File: src/rtl/uart_flag_pkg.sv
// Package: uart_flag_pkg
// Register widths and bit positions shared by the flag and interrupt logic.
// Assumes an eight-bit register file; positions are fixed by the CPU view.
package uart_flag_pkg;
    localparam int REG_W    = 8;
    localparam int ERR_W    = 3;
    localparam int NUM_IRQ  = 3;

    // status bit positions
    localparam int ST_MPM   = 0;
    localparam int ST_DSPD  = 1;
    localparam int ST_ERR0  = 2;
    localparam int ST_EMPTY = 5;
    localparam int ST_TXC   = 6;
    localparam int ST_RXC   = 7;

    // first flag bit that has a request line; flag n+IRQ_BASE pairs with enable n+IRQ_BASE
    localparam int IRQ_BASE = ST_EMPTY;

    localparam logic [REG_W-1:0] STATUS_RST  = REG_W'(1) << ST_EMPTY;
    localparam logic [REG_W-1:0] CONTROL_RST = '0;
endpackage

File: src/rtl/ufi_status_reg.sv
// Module: ufi_status_reg
// Holds the status register. Each flag has its own set and clear sources
// with a fixed priority. Assumes all event inputs are one-cycle strobes.
module ufi_status_reg
    import uart_flag_pkg::*;
(
    input  logic             clk,
    input  logic             rst_n,
    input  logic             cpu_wr,
    input  logic [REG_W-1:0] cpu_wdata,
    input  logic             data_wr,
    input  logic             tx_load,
    input  logic             tx_done,
    input  logic             txc_ack,
    input  logic             rx_done,
    input  logic             rx_clr,
    input  logic [ERR_W-1:0] rx_err,
    output logic [REG_W-1:0] status
);
    logic [REG_W-1:0] stat_q;
    logic [REG_W-1:0] stat_d;
    logic             txc_clear_req;

    // software write-one or interrupt acknowledge both ask to drop the TX-complete flag
    assign txc_clear_req = (cpu_wr && cpu_wdata[ST_TXC]) || txc_ack;

    // next-state of every status field
    always_comb begin
        stat_d = stat_q;
        if (cpu_wr) begin
            stat_d[ST_MPM]  = cpu_wdata[ST_MPM];
            stat_d[ST_DSPD] = cpu_wdata[ST_DSPD];
        end
        if (rx_done) begin
            stat_d[ST_ERR0 +: ERR_W] = rx_err;
        end
        if (data_wr) begin
            stat_d[ST_EMPTY] = 1'b0;
        end else if (tx_load) begin
            stat_d[ST_EMPTY] = 1'b1;
        end
        if (tx_load) begin
            stat_d[ST_TXC] = 1'b0;
        end else if (tx_done) begin
            stat_d[ST_TXC] = 1'b1;
        end else if (txc_clear_req) begin
            stat_d[ST_TXC] = 1'b0;
        end
        if (rx_done) begin
            stat_d[ST_RXC] = 1'b1;
        end else if (rx_clr) begin
            stat_d[ST_RXC] = 1'b0;
        end
    end

    // status register with synchronous reset
    always_ff @(posedge clk) begin
        if (!rst_n) begin
            stat_q <= STATUS_RST;
        end else begin
            stat_q <= stat_d;
        end
    end

    assign status = stat_q;
endmodule

File: src/rtl/ufi_ctrl_reg.sv
// Module: ufi_ctrl_reg
// Holds the control register, loaded whole by a CPU write strobe.
// Assumes the write strobe lasts one cycle.
module ufi_ctrl_reg
    import uart_flag_pkg::*;
(
    input  logic             clk,
    input  logic             rst_n,
    input  logic             cpu_wr,
    input  logic [REG_W-1:0] cpu_wdata,
    output logic [REG_W-1:0] control
);
    logic [REG_W-1:0] ctrl_q;

    // control register load with synchronous reset
    always_ff @(posedge clk) begin
        if (!rst_n) begin
            ctrl_q <= CONTROL_RST;
        end else if (cpu_wr) begin
            ctrl_q <= cpu_wdata;
        end
    end

    assign control = ctrl_q;
endmodule

File: src/rtl/ufi_irq_edge.sv
// Module: ufi_irq_edge
// One interrupt request line. The flag-and-enable product is compared with
// the stored request; the request is raised on a rising product and dropped
// on a falling one, and otherwise held. Assumes flag and enable are registered.
module ufi_irq_edge (
    input  logic clk,
    input  logic rst_n,
    input  logic flag,
    input  logic enable,
    output logic req
);
    logic prod;
    logic req_q;
    logic rise;
    logic fall;

    assign prod = flag && enable;
    assign rise = prod && !req_q;
    assign fall = !prod && req_q;

    // raise or drop the request only when the product changed
    always_ff @(posedge clk) begin
        if (!rst_n) begin
            req_q <= 1'b0;
        end else if (rise) begin
            req_q <= 1'b1;
        end else if (fall) begin
            req_q <= 1'b0;
        end
    end

    assign req = req_q;
endmodule

File: src/rtl/uart_flag_irq.sv
// Module: uart_flag_irq
// Status and control registers of a serial port plus its three interrupt
// request lines (buffer empty, transmit complete, receive complete).
// Assumes transmitter, receiver and CPU events arrive as one-cycle strobes.
module uart_flag_irq
    import uart_flag_pkg::*;
(
    input  logic               clk,
    input  logic               rst_n,
    input  logic               stat_wr,
    input  logic               ctrl_wr,
    input  logic [REG_W-1:0]   wr_data,
    input  logic               data_wr,
    input  logic               tx_load,
    input  logic               tx_done,
    input  logic               rx_done,
    input  logic               rx_clr,
    input  logic [ERR_W-1:0]   rx_err,
    input  logic [NUM_IRQ-1:0] irq_ack,
    output logic [REG_W-1:0]   status,
    output logic [REG_W-1:0]   control,
    output logic [NUM_IRQ-1:0] irq
);
    localparam int TXC_VEC = ST_TXC - IRQ_BASE;

    logic [REG_W-1:0] stat_w;
    logic [REG_W-1:0] ctrl_w;
    logic [NUM_IRQ-1:0] unused_ack;

    // only the transmit-complete vector has a side effect on acknowledge
    assign unused_ack = irq_ack & ~(NUM_IRQ'(1) << TXC_VEC);

    ufi_status_reg i_status (
        .clk       (clk),
        .rst_n     (rst_n),
        .cpu_wr    (stat_wr),
        .cpu_wdata (wr_data),
        .data_wr   (data_wr),
        .tx_load   (tx_load),
        .tx_done   (tx_done),
        .txc_ack   (irq_ack[TXC_VEC]),
        .rx_done   (rx_done),
        .rx_clr    (rx_clr),
        .rx_err    (rx_err),
        .status    (stat_w)
    );

    ufi_ctrl_reg i_ctrl (
        .clk       (clk),
        .rst_n     (rst_n),
        .cpu_wr    (ctrl_wr),
        .cpu_wdata (wr_data),
        .control   (ctrl_w)
    );

    for (genvar v = 0; v < NUM_IRQ; v++) begin : g_irq
        ufi_irq_edge i_edge (
            .clk    (clk),
            .rst_n  (rst_n),
            .flag   (stat_w[IRQ_BASE + v]),
            .enable (ctrl_w[IRQ_BASE + v]),
            .req    (irq[v])
        );
    end

    assign status  = stat_w;
    assign control = ctrl_w;
endmodule

File: config.mk
export PLATFORM = sky130hd
export DESIGN_NAME = uart_flag_irq
export DESIGN_NICKNAME = d
export VERILOG_FILES = /design/src/rtl/uart_flag_pkg.sv /design/src/rtl/ufi_status_reg.sv /design/src/rtl/ufi_ctrl_reg.sv /design/src/rtl/ufi_irq_edge.sv /design/src/rtl/uart_flag_irq.sv
export SDC_FILE = /design/constraint.sdc
export NUM_CORES = 1
export LEC_CHECK = 0
export BUFFER_PORTS_ARGS = -buffer_cell sky130_fd_sc_hd__buf_2
export CAP_MARGIN = 25
export CELL_PAD_IN_SITES_DETAIL_PLACEMENT = 1
export CELL_PAD_IN_SITES_GLOBAL_PLACEMENT = 2
export CORE_AREA = 2 2 57 59
export CTS_BUF_LIST = sky130_fd_sc_hd__clkbuf_4
export CTS_CLUSTER_SIZE = 40
export DETAILED_ROUTE_END_ITERATION = 7
export DIE_AREA = 0 0 59 61
export GPL_ROUTABILITY_DRIVEN = 0
export MAX_ROUTING_LAYER = met4
export PLACE_DENSITY_LB_ADDON = 0.1
export RECOVER_POWER = 25
export SLEW_MARGIN = 20
export SYNTH_ARGS = -nofsm -noshare
export SYNTH_HDL_FRONTEND = slang
export SYNTH_SLANG_ARGS = --single-unit
export TNS_END_PERCENT = 10
File: constraint.sdc
create_clock -name clk -period 1.75 [get_ports clk]
set_input_delay 0.2625 -clock clk [delete_from_list [all_inputs] [get_ports clk]]
set_output_delay 0.2625 -clock clk [all_outputs]
set_load 0.005 [all_outputs]
# After elaboration in Yosys (flattened, before gate mapping)
# Cells that the tools add are included.
# totals
output_inout_bits,19
latch_bits,0
word_cells,46
mem_bits_rw,0
romBits,0
ff_bits,19
memories,0
# op_classes
reduce_logical,24
div_mod_pow,0
n_bitwise,1
shift,0
n_mul,0
eq_ne,0
mux,12
n_addsub,0
n_lt_le_gt_ge,0
# op_table
cell,n
$mux 1,12
$reduce_bool 2->1,6
$logic_and 1x1->1,10
$logic_not 1->1,6
$reduce_or 2->1,1
$logic_or 1x1->1,1
$not 1->1,1

# Longest topological paths before layout
# Gate-level depths: netlist of the first run.
# logic_depth
ltp_word,5
depth_mapped,4

# Modules after synthesis
# Synthesis of the first run repeated with hierarchy kept, for this count alone.
# hier_totals
hier_cells,69
area_unflattened_um2,763.2
# by_module_without_submodules
mod,cells_per_inst,n_inst,area_per_inst_um2
ufi_ctrl_reg,25,1,301.5
ufi_status_reg,26,1,285.3
ufi_irq_edge,6,3,58.8

# Worst setup path before layout of the first run
# Ideal clock, no wire load.
# synth_timing
kind,register to register
from,"register i_status.stat_q[7], in the netlist i_status.status[7]"
to,register g_irq[2].i_edge.req_q
synth_period_minus_slack_ps,1150
path_stages_with_launch,5
path_slack_ps,600
arrival_time_ps,1036
n_path_buf,0
cell_sequence,dfxtp_1 > and2_1 > ha_1 > mux2i_1 > and2b_1
# synth_between
elab_chain_len,4
# synth_lines
item,line_no,source
"start, declared",ufi_status_reg.sv:20,logic [REG_W-1:0] stat_q;
"start signal, assigned",ufi_status_reg.sv:61,stat_q <= stat_d;
$logic_and 1x1->1 *,ufi_irq_edge.sv:17,assign prod = flag && enable;
$logic_not 1->1,ufi_irq_edge.sv:19,assign fall = !prod && req_q;
$logic_and 1x1->1,ufi_irq_edge.sv:19,
$reduce_bool 2->1 (no line),n/a,
"end signal, assigned",ufi_irq_edge.sv:24,req_q <= 1'b0;
"end signal, assigned",ufi_irq_edge.sv:26,req_q <= 1'b1;
"end signal, assigned",ufi_irq_edge.sv:28,req_q <= 1'b0;
"end, declared",ufi_irq_edge.sv:13,logic req_q;
# Every way passes the cells marked *; elsewhere a longest branch is shown, timed or not.
# A chain may end at the register's enable or synchronous reset.

# Worst setup path in the final report of the first run
# Same ends and word-level chain as after synthesis.

==> run metrics, run 1 <==
status=finished, final reports clean; Die ar.=3599 um^2; drt drc=0; share of layout cells above drive strength 1=0.3874; CP delay by family, top=simple AND/OR/NAND/NOR gates; final worst setup slack=about 0.54 ns; Setup crit start=i_status.status[7]; Leak=0.0005353 uW; top layer reached by signal wires=met4; clk buf depth=2; count leader, synth=dfxtp_1; CP Capture Type=register; clk_lat worst skew=between 0.2 and 0.3 ns; critical path class=register to register; launching element type of the critical path=register; final WL=~1600 um; syn_nets=around 110; R2R Path End=g_irq[2].i_edge.req; gr usage total=0.1005; cells on worst reg2reg path=4; top_reg_cell synth=dfxtp_1; # diodes=0; #FFs+latches synth=19; worst flop-to-flop path startpoint=i_status.status[7]; metal2 WL=747 um; DR vias=between 600 and 700; Hold Buf Count CTS=0; multi-input combinational cell area=359.1 um^2; Worst-Margin Slew=between 0.2 and 0.3 ns; final slew viol count=0; DIE HEIGHT=just over 60 um; worst setup path end=g_irq[2].i_edge.req; 1st-iter DRT viols=5; total chip power=between 700 and 800 uW; Buffers & Inverters on Critical Path=0; worst hold stages=2; DRT Pass-1 Iters=2; post_cts resized=0; Slowest-stage cell, CP=dfxtp_1; Post-Synthesis Cells=between 70 and 80; Synth area leader=dfxtp_1; Post-synth ARST share=0; IO Pins=42; CTS Sinks=19; pin count of the biggest net entering global routing=20; crit path DAT=about 1.4 ns; antenna violations before repair=0; Post-DP HPWL=roughly 1200 um; Layout Area Growth over Synthesis=20.89%; register area share after synthesis=0.4504; wire per inst=between 10 and 15 um; Placeable Area=around 3000 um^2; port buffer count=39; Post-Route Skew=around 0.0038 ns; CP max stage delay=roughly 0.33 ns; Netlist cell types=15; critical-path maximum fanout=3; # fillers=between 300 and 400; Final setup viols=0; total CTS buffers=3; Mapped Area=about 840 um^2; die width=between 50 and 60 um; clk slew on worst S/H paths=roughly 0.11 ns; RSZ-0062 raised after global routing=no; TritonCTS clock tree=yes; M1 WL=around 720 um; Worst Hold Class=input pin to register; num rows=20; first-pass GRT wire length=roughly 2600 um; Tmin final=about 1.2 ns; total gr overflow=0; wire length on met3=85 um; fin crit share=0.6938; register area=~380 um^2; Nets=138; Worst VDD drop=roughly 0.34 mV; crit-path cells=and2_1, ha_1, mux2i_1, and2b_1; antenna-violating nets left=0; Via density=about 4.2; Initial Util=0.2860; r2r setup slk=about 0.54 ns; postcts setup bufs=0; vias in the first global route=607; top cell type's share of synthesized area=0.4504; max-cap viol count=0; Synth area leaders=dfxtp_1 45%, mux2i_1 19%, nor2b_1 11%, buf_4 8.0%, ha_1 4.4%; Ys Warns=0; Avg Cell Area, Syn=around 11 um^2; Slew HR=0.8112; pwr dens=783.2 nW/um^2; number of synthesized flops with an enable pin=0; CP required=1.94 ns; Final Hold Vio Count=0; Crit path depth=4; Max Fclk=823.7 MHz; Synth top cells by count=19 x dfxtp_1, 16 x mux2i_1, 15 x nor2b_1; root buffer cell=clkbuf_4; H-tree level count=1; DP Worst Slack=~0.56 ns; Total Neg Setup Slack=0 ns
## worst min-delay path by stage
stage                  from            endpoint
floorplan           tx_load  i_status.status[6]
global placement    tx_load  i_status.status[6]
detailed placement  tx_load  i_status.status[6]
CTS                 tx_load  i_status.status[6]
global route        tx_load  i_status.status[6]
finish              tx_load  i_status.status[6]
## layer usage
layer	track usage	vias to the layer above
li1	-	314
met1	0.1205	273
met2	0.1571	18
met3	0.02559	2
met4	0.04870	0
met5	-	-
## cell type report
type / instances / area share
multi-input combinational: 45 / 0.3517
timing repair buffer: 39 / 0.1912
tap: 33 / 0.04044
clock buffer: 4 / 0.02941
inverter: 4 / 0.01471
sequential: 19 / 0.3725
## stage by stage
stage / cells / hold slack (ns) / cell area (um^2) / util
2_1_floorplan: 79 / 0.3386 / 844.6 / -
3_3_place_gp: 140 / 0.4581 / 991.0 / 0.3356
3_5_place_dp: 140 / 0.4592 / 991.0 / 0.3356
4_1_cts: 144 / 0.1368 / 1021 / 0.3458
5_1_grt: 144 / 0.1303 / 1021 / 0.3458
6_report: 144 / 0.1499 / 1021 / 0.3458
## flip-flops by register name, indices dropped and copies added, names as in the netlist
signal	count
g_irq.i_edge.req	3
i_status.status	8
i_ctrl.control	8
## logic make-up after synthesis
group,after synthesis,synth area share
and+or+nand+nor,23,0.1689
DFF,19,0.4504
muxes,16,0.1896
buffers and inverters,15,0.1244
AOI/OAI and AO/OA,3,0.02222
adders and majority gates,3,0.04445
## worst reg2reg max path: stages, from the launching register on
cell and delay, ns:
dfxtp_1 0.33, and2_1 0.15, ha_1 0.28, mux2i_1 0.17, and2b_1 0.19
## placed cells by master (no fill, tap or decap)
cell / count
buf_2: 39
dfxtp_1: 19
mux2i_1: 16
nor2b_1: 15
inv_1: 4
clkbuf_4: 4
and2_1: 3
ha_1: 3
and2b_1: 2
o21a_1: 1
nor2_1: 1
o21ai_0: 1
nand2_1: 1
a31oi_1: 1
nor3b_1: 1
## power by group
part           switching (uW)  internal, uW
sequential               11.2           455
clock                     127           104
combinational            43.0          59.7
total                     182           618
Note: power is estimated with default switching activity, not from simulation.
==> inputs of run 2 (changes only) <==
Settings changed: ABC_AREA from default to 1, CORE_AREA 2 2 57 59 to 2 2 62 64, DIE_AREA 0 0 59 61 to 0 0 64 66.
Clock period 1.75 ns to 1.2 ns, I/O delays scaled along.
==> run metrics, run 2 <==
status=finished, final reports clean; Post-Route Skew=0.0003536 ns (-0.003478 ns); commonest cells after routing, fill and taps aside=39 x buf_2, 26 x nor2_1, 19 x dfxtp_1; R2R Path End=g_irq[1].i_edge.req; post_cts resized=0 (unchanged); share of layout cells above drive strength 1=0.3407 (-0.04665); # diodes=0 (unchanged); Die ar.=4224 um^2 (+17%); # fillers=457 (+27%); Final setup viols=0 (unchanged); DR vias=733 (+21%); Logic pwr share=0.169 (+0.041); total gr overflow=0 (unchanged); 1st-iter DRT viols=9 (+4); CP required=1.40 ns (-0.54 ns); Via density=4.005 (-5.0%); register area=380.4 um^2 (unchanged); Synth area leaders=dfxtp_1 48%, nor2_1 12%, o21ai_0 8.8%, buf_4 8.5%, inv_1 5.7%; Tmin final=1.038 ns (-0.1762 ns); crit-path cells=nand2_1, inv_1, ha_1, o21ai_0, a21oi_1; max-cap viol count=0 (unchanged); final slew viol count=0 (unchanged); Total Neg Setup Slack=0 ns (unchanged); critical path class=register to register; clock group share of total power=0.274 (-0.015); Post-synth ARST share=0 (unchanged); drt drc=0 (unchanged); #FFs+latches synth=19 (unchanged); Crit path depth=5 (+1); Setup crit start=i_ctrl.control[6]; Ys Warns=0 (unchanged); Final Hold Vio Count=0 (unchanged); DIE HEIGHT=66 um (+8.2%); pin count of the biggest net entering global routing=14 (-30%); Nets=162 (+17%); critical-path maximum fanout=3 (unchanged); Buffers & Inverters on Critical Path=1 (+1); antenna violations before repair=0 (unchanged); vias in the first global route=779 (+28%); multi-input combinational cell area=285.3 um^2 (-21%); Worst VDD drop=0.3119 mV (-8.4%); RSZ-0062 raised after global routing=no; Net Sw Frac=0.2638 (+0.03677); IO Pins=42 (unchanged); total CTS buffers=3 (unchanged); number of synthesized flops with an enable pin=0 (unchanged); crit path DAT=1.23 ns (-0.18 ns); Leak=0.0005371 uW (+0.35%); clk_lat worst skew=0.29 ns (about the same); count leader, synth=nor2_1; Placeable Area=3551 um^2 (+20%); CP Capture Type=register; register area share after synthesis=0.4795 (+0.02912); wire per inst=10.56 um (-2.8%); die width=64 um (+8.5%); launching element type of the critical path=register; syn_nets=127 (+21%); total chip power=1279 uW (+60%); CP max stage delay=0.35 ns (+0.02 ns); Post-DP HPWL=1502 um (+24%); Synth area leader=dfxtp_1; Initial Util=0.2234 (-0.06262); part of the power in registers=0.557 (-0.025); fin crit share=0.8650 (+0.1712); gr usage total=0.1092 (+0.008708); worst setup path end=g_irq[1].i_edge.req; DRT Pass-1 Iters=4 (+2); TritonCTS clock tree=yes; top_reg_cell synth=dfxtp_1; clk buf depth=2 (unchanged); clk slew on worst S/H paths=0.11 ns (about the same); CP delay by family, top=flip-flops; top cell type's share of synthesized area=0.4795 (+0.02912); H-tree level count=1 (unchanged); antenna-violating nets left=0 (unchanged); Psw=337.4 uW (+86%); first-pass GRT wire length=3436 um (+33%); root buffer cell=clkbuf_4; num rows=22 (+10%); port buffer count=39 (unchanged); Post-Synthesis Cells=101 (+28%); pwr dens=1270 nW/um^2 (+62%); postcts setup bufs=0 (unchanged); Layout Area Growth over Synthesis=26.97%; Hold Buf Count CTS=0 (unchanged); Max Fclk=963.4 MHz (+17%); final WL=1933 um (+24%); Avg Cell Area, Syn=7.854 um^2 (-27%); CTS Sinks=19 (unchanged); Int Power=941.6 uW (+52%); Synth top cells by count=26 x nor2_1, 19 x dfxtp_1, 14 x o21ai_0; worst flop-to-flop path startpoint=i_ctrl.control[6]; Slew HR=0.8144 (+0.003259); Worst Hold Class=input pin to register; commonest non-fill, non-tap cell in the layout=buf_2; Worst-Margin Slew=0.2781 ns (-0.005195 ns); Slowest-stage cell, CP=dfxtp_1; Mapped Area=793.3 um^2 (-6.1%); r2r setup slk=0.16 ns (-0.37 ns); Netlist cell types=15 (unchanged); cells on worst reg2reg path=5 (+1)
==> run 2: cell types whose count changed in the layout (fill, tap and decap cells not counted), sizes merged, moves of 3 or more <==
cell / previous run / this run
nand2: 1 / 6
a21oi: 0 / 5
nor2b: 15 / 0
mux2i: 16 / 0
o21ai: 1 / 16
nor2: 1 / 26
and2: 3 / 0
inv: 4 / 13
==> run 2: final cells by class <==
type / count / area share
inverters: 13 / 0.04845
multi-input cells: 59 / 0.2832
well taps: 48 / 0.05963
clock buffers: 4 / 0.02981
flip-flops and latches: 19 / 0.3776
repair buffers: 40 / 0.2012
==> run 2: worst min-delay path: cells and delay by family <==
family,cells,cell delay [ns]
AND/OR/NAND/NOR,1,0.04
AO/OA/AOI/OAI,1,0.06
buffers and inverters,1,0.09
==> run 2: power by group through the flow <==
| stage | clock network (uW) | registers, uW | logic [uW] |
|---|---|---|---|
| after CTS | 382 | 714 | 223 |
| final | 351 | 712 | 216 |
| after global routing | 411 | 721 | 257 |
| after detailed placement | 0 | 728 | 223 |
| after floorplan | 0 | 727 | 144 |
| after global placement | 0 | 725 | 213 |
==> run 2: worst min path at each step <==
| stage | startpoint | to | slack (ns) | cells past startpoint |
|---|---|---|---|---|
| final | tx_load | i_status.status[5] | 0.09 | 3 |
| after detailed placement | tx_load | i_status.status[5] | 0.41 | 3 |
| after global placement | tx_load | i_status.status[5] | 0.40 | 3 |
| after CTS | tx_load | i_status.status[5] | 0.08 | 3 |
| after global routing | wr_data[7] | i_ctrl.control[7] | 0.09 | 3 |
| after floorplan | rst_n | i_status.status[7] | 0.28 | 2 |
==> run 2: cell families (layout without fill, tap and decap cells) <==
| group | after synthesis | in the layout | synth area share |
|---|---|---|---|
| simple gates | 34 | 34 | 0.1656 |
| compound gates | 22 | 22 | 0.1467 |
| flops | 19 | 19 | 0.4795 |
| buf+inv | 23 | 57 | 0.1609 |
| fa+ha+maj | 3 | 3 | 0.04732 |
==> run 2: metal layers <==
layer	routed length [um]	track usage	vias to the layer above
met3	111	0.03066	2
li1	-	-	374
met2	944	0.1849	20
met4	21	0.04891	0
met5	0	-	-
met1	856	0.1197	337
==> run 2: stage by stage <==
| step | instances | instance area (um^2) | hold WS, ns | util | setup slack [ns] |
|---|---|---|---|---|---|
| after floorplan | 101 | 793.3 | 0.2848 | - | 0.2482 |
| after global placement | 179 | 977.2 | 0.4010 | 0.2752 | 0.2204 |
| after detailed placement | 179 | 977.2 | 0.4104 | 0.2752 | 0.1550 |
| after CTS | 183 | 1007 | 0.08369 | 0.2837 | 0.1430 |
| after global routing | 183 | 1007 | 0.09012 | 0.2837 | 0.05844 |
| final | 183 | 1007 | 0.09392 | 0.2837 | 0.1621 |
==> inputs of run 3 (changes only) <==
==> constraint.sdc (replaced) <==
create_clock -name clk -period 1.2 [get_ports clk]
set_input_delay 0.24 -clock clk [delete_from_list [all_inputs] [get_ports clk]]
set_output_delay 0.24 -clock clk [all_outputs]
set_load 0.005 [all_outputs]
==> run metrics, run 3 (synthesis gave the netlist of run 2 again) <==
Initial Util=0.2234 (unchanged); critical-path maximum fanout=3 (unchanged); DIE HEIGHT=66 um (unchanged); worst flop-to-flop path startpoint=i_ctrl.control[6]; total gr overflow=0 (unchanged); Final setup viols=0 (unchanged); multi-input combinational cell area=285.3 um^2 (unchanged); antenna-violating nets left=0 (unchanged); share of layout cells above drive strength 1=0.3407 (unchanged); TritonCTS clock tree=yes; Hold Buf Count CTS=0 (unchanged); Die ar.=4224 um^2 (unchanged); Worst Hold Class=input pin to register; Nets=162 (unchanged); Post-Route Skew=0.0009345 ns (+0.0005809 ns); DRT Pass-1 Iters=2 (-2); max-cap viol count=0 (unchanged); DR vias=724 (-1.2%); first-pass GRT wire length=3408 um (-0.81%); die width=64 um (unchanged); wire per inst=10.45 um (-1.0%); CP Capture Type=register; vias in the first global route=761 (-2.3%); register area=381.6 um^2 (+0.33%); final worst setup slack=0.1721 ns (+0.01007 ns); Post-DP HPWL=1522 um (+1.3%); CTS Sinks=19 (unchanged); Leak=0.0005347 uW (-0.46%); top layer reached by signal wires=met4; critical path class=register to register; CP required=1.39 ns (about the same); fin crit share=0.8566 (-0.008394); H-tree level count=1 (unchanged); metal2 WL=899 um (-4.8%); postcts setup bufs=0 (unchanged); DP Worst Slack=0.1572 ns (+0.002211 ns); total chip power=1278 uW (about the same); Via density=3.956 (-1.2%); antenna violations before repair=0 (unchanged); launching element type of the critical path=register; Layout Area Growth over Synthesis=26.97% (unchanged); crit-path cells=nand2_1, inv_1, ha_1, o21ai_0, a21oi_1; Slowest-stage cell, CP=dfxtp_2; clk buf depth=2 (unchanged); total CTS buffers=3 (unchanged); clk slew on worst S/H paths=0.11 ns (about the same); post_cts resized=0 (unchanged); Final Hold Vio Count=0 (unchanged); Placeable Area=3551 um^2 (unchanged); clk_lat worst skew=0.29 ns (about the same); Setup crit start=i_ctrl.control[6]; M1 WL=877 um (+2.5%); gr usage total=0.1064 (-0.002774); commonest non-fill, non-tap cell in the layout=buf_2; wire length on met3=118 um (+6.3%); Tmin final=1.028 ns (-0.01007 ns); final WL=1913 um (-1.0%); root buffer cell=clkbuf_4; pin count of the biggest net entering global routing=12 (-2); # fillers=461 (+0.88%); Worst-Margin Slew=0.3560 ns (+0.07795 ns); 1st-iter DRT viols=11 (+2); Core Util, Final=0.2837 (unchanged); port buffer count=39 (unchanged); r2r setup slk=0.17 ns (about the same); commonest cells after routing, fill and taps aside=38 x buf_2, 26 x nor2_1, 18 x dfxtp_1; drt drc=0 (unchanged); final slew viol count=0 (unchanged); crit path DAT=1.22 ns (about the same); worst hold start=tx_load; status=finished, final reports clean; pwr dens=1269 nW/um^2 (about the same); Total Neg Setup Slack=0 ns (unchanged); IO Pins=42 (unchanged); Worst VDD drop=0.3810 mV (+22%); Max Fclk=972.9 MHz (+0.98%); Slew HR=0.7627 (-0.05176); num rows=22 (unchanged); RSZ-0062 raised after global routing=no; # diodes=0 (unchanged); CP max stage delay=0.35 ns (about the same)
## run 3: cell type report
type | count | area share
multi-input combinational | 59 | 0.2832
inverter | 13 | 0.04845
tap | 48 | 0.05963
clock buffer | 4 | 0.02981
timing repair buffer | 40 | 0.2000
sequential | 19 | 0.3789
## run 3: through the flow
step | cells | hold slack (ns) | instance area, um^2
2_1_floorplan | 101 | 0.3448 | 793.3
3_3_place_gp | 179 | 0.4534 | 977.2
3_5_place_dp | 179 | 0.4685 | 977.2
4_1_cts | 183 | 0.1549 | 1007
5_1_grt | 183 | 0.1571 | 1007
6_report | 183 | 0.1589 | 1007
## run 3: worst max-delay path: cells and delay by family (launching register included)
kind	cells	cell delay [ns]
adders and majority gates	1	0.27
buffers and inverters	1	0.04
DFF	1	0.35
and+or+nand+nor	1	0.06
AOI/OAI and AO/OA	2	0.21
## run 3: report_power, final
group          internal (uW)  switching, uW  leakage (uW)  total [uW]
sequential               686           26.9      0.000158         713
combinational            103            111      0.000358         215
clock                    152            199     0.0000184         351
total                    941            337      0.000535        1280
## run 3: final timing paths
check	to	depth (start not counted)
worst max-delay path	g_irq[1].i_edge.req	5
worst max register to register	g_irq[1].i_edge.req	5
worst min register to register	g_irq[0].i_edge.req	2
worst min-delay path	i_status.status[5]	3
## run 3: layer usage
metal,GRT usage,vias to the layer above
met2,0.1693,20
met3,0.02726,2
met4,0.04076,0
met1,0.1297,327
met5,-,-
li1,-,375
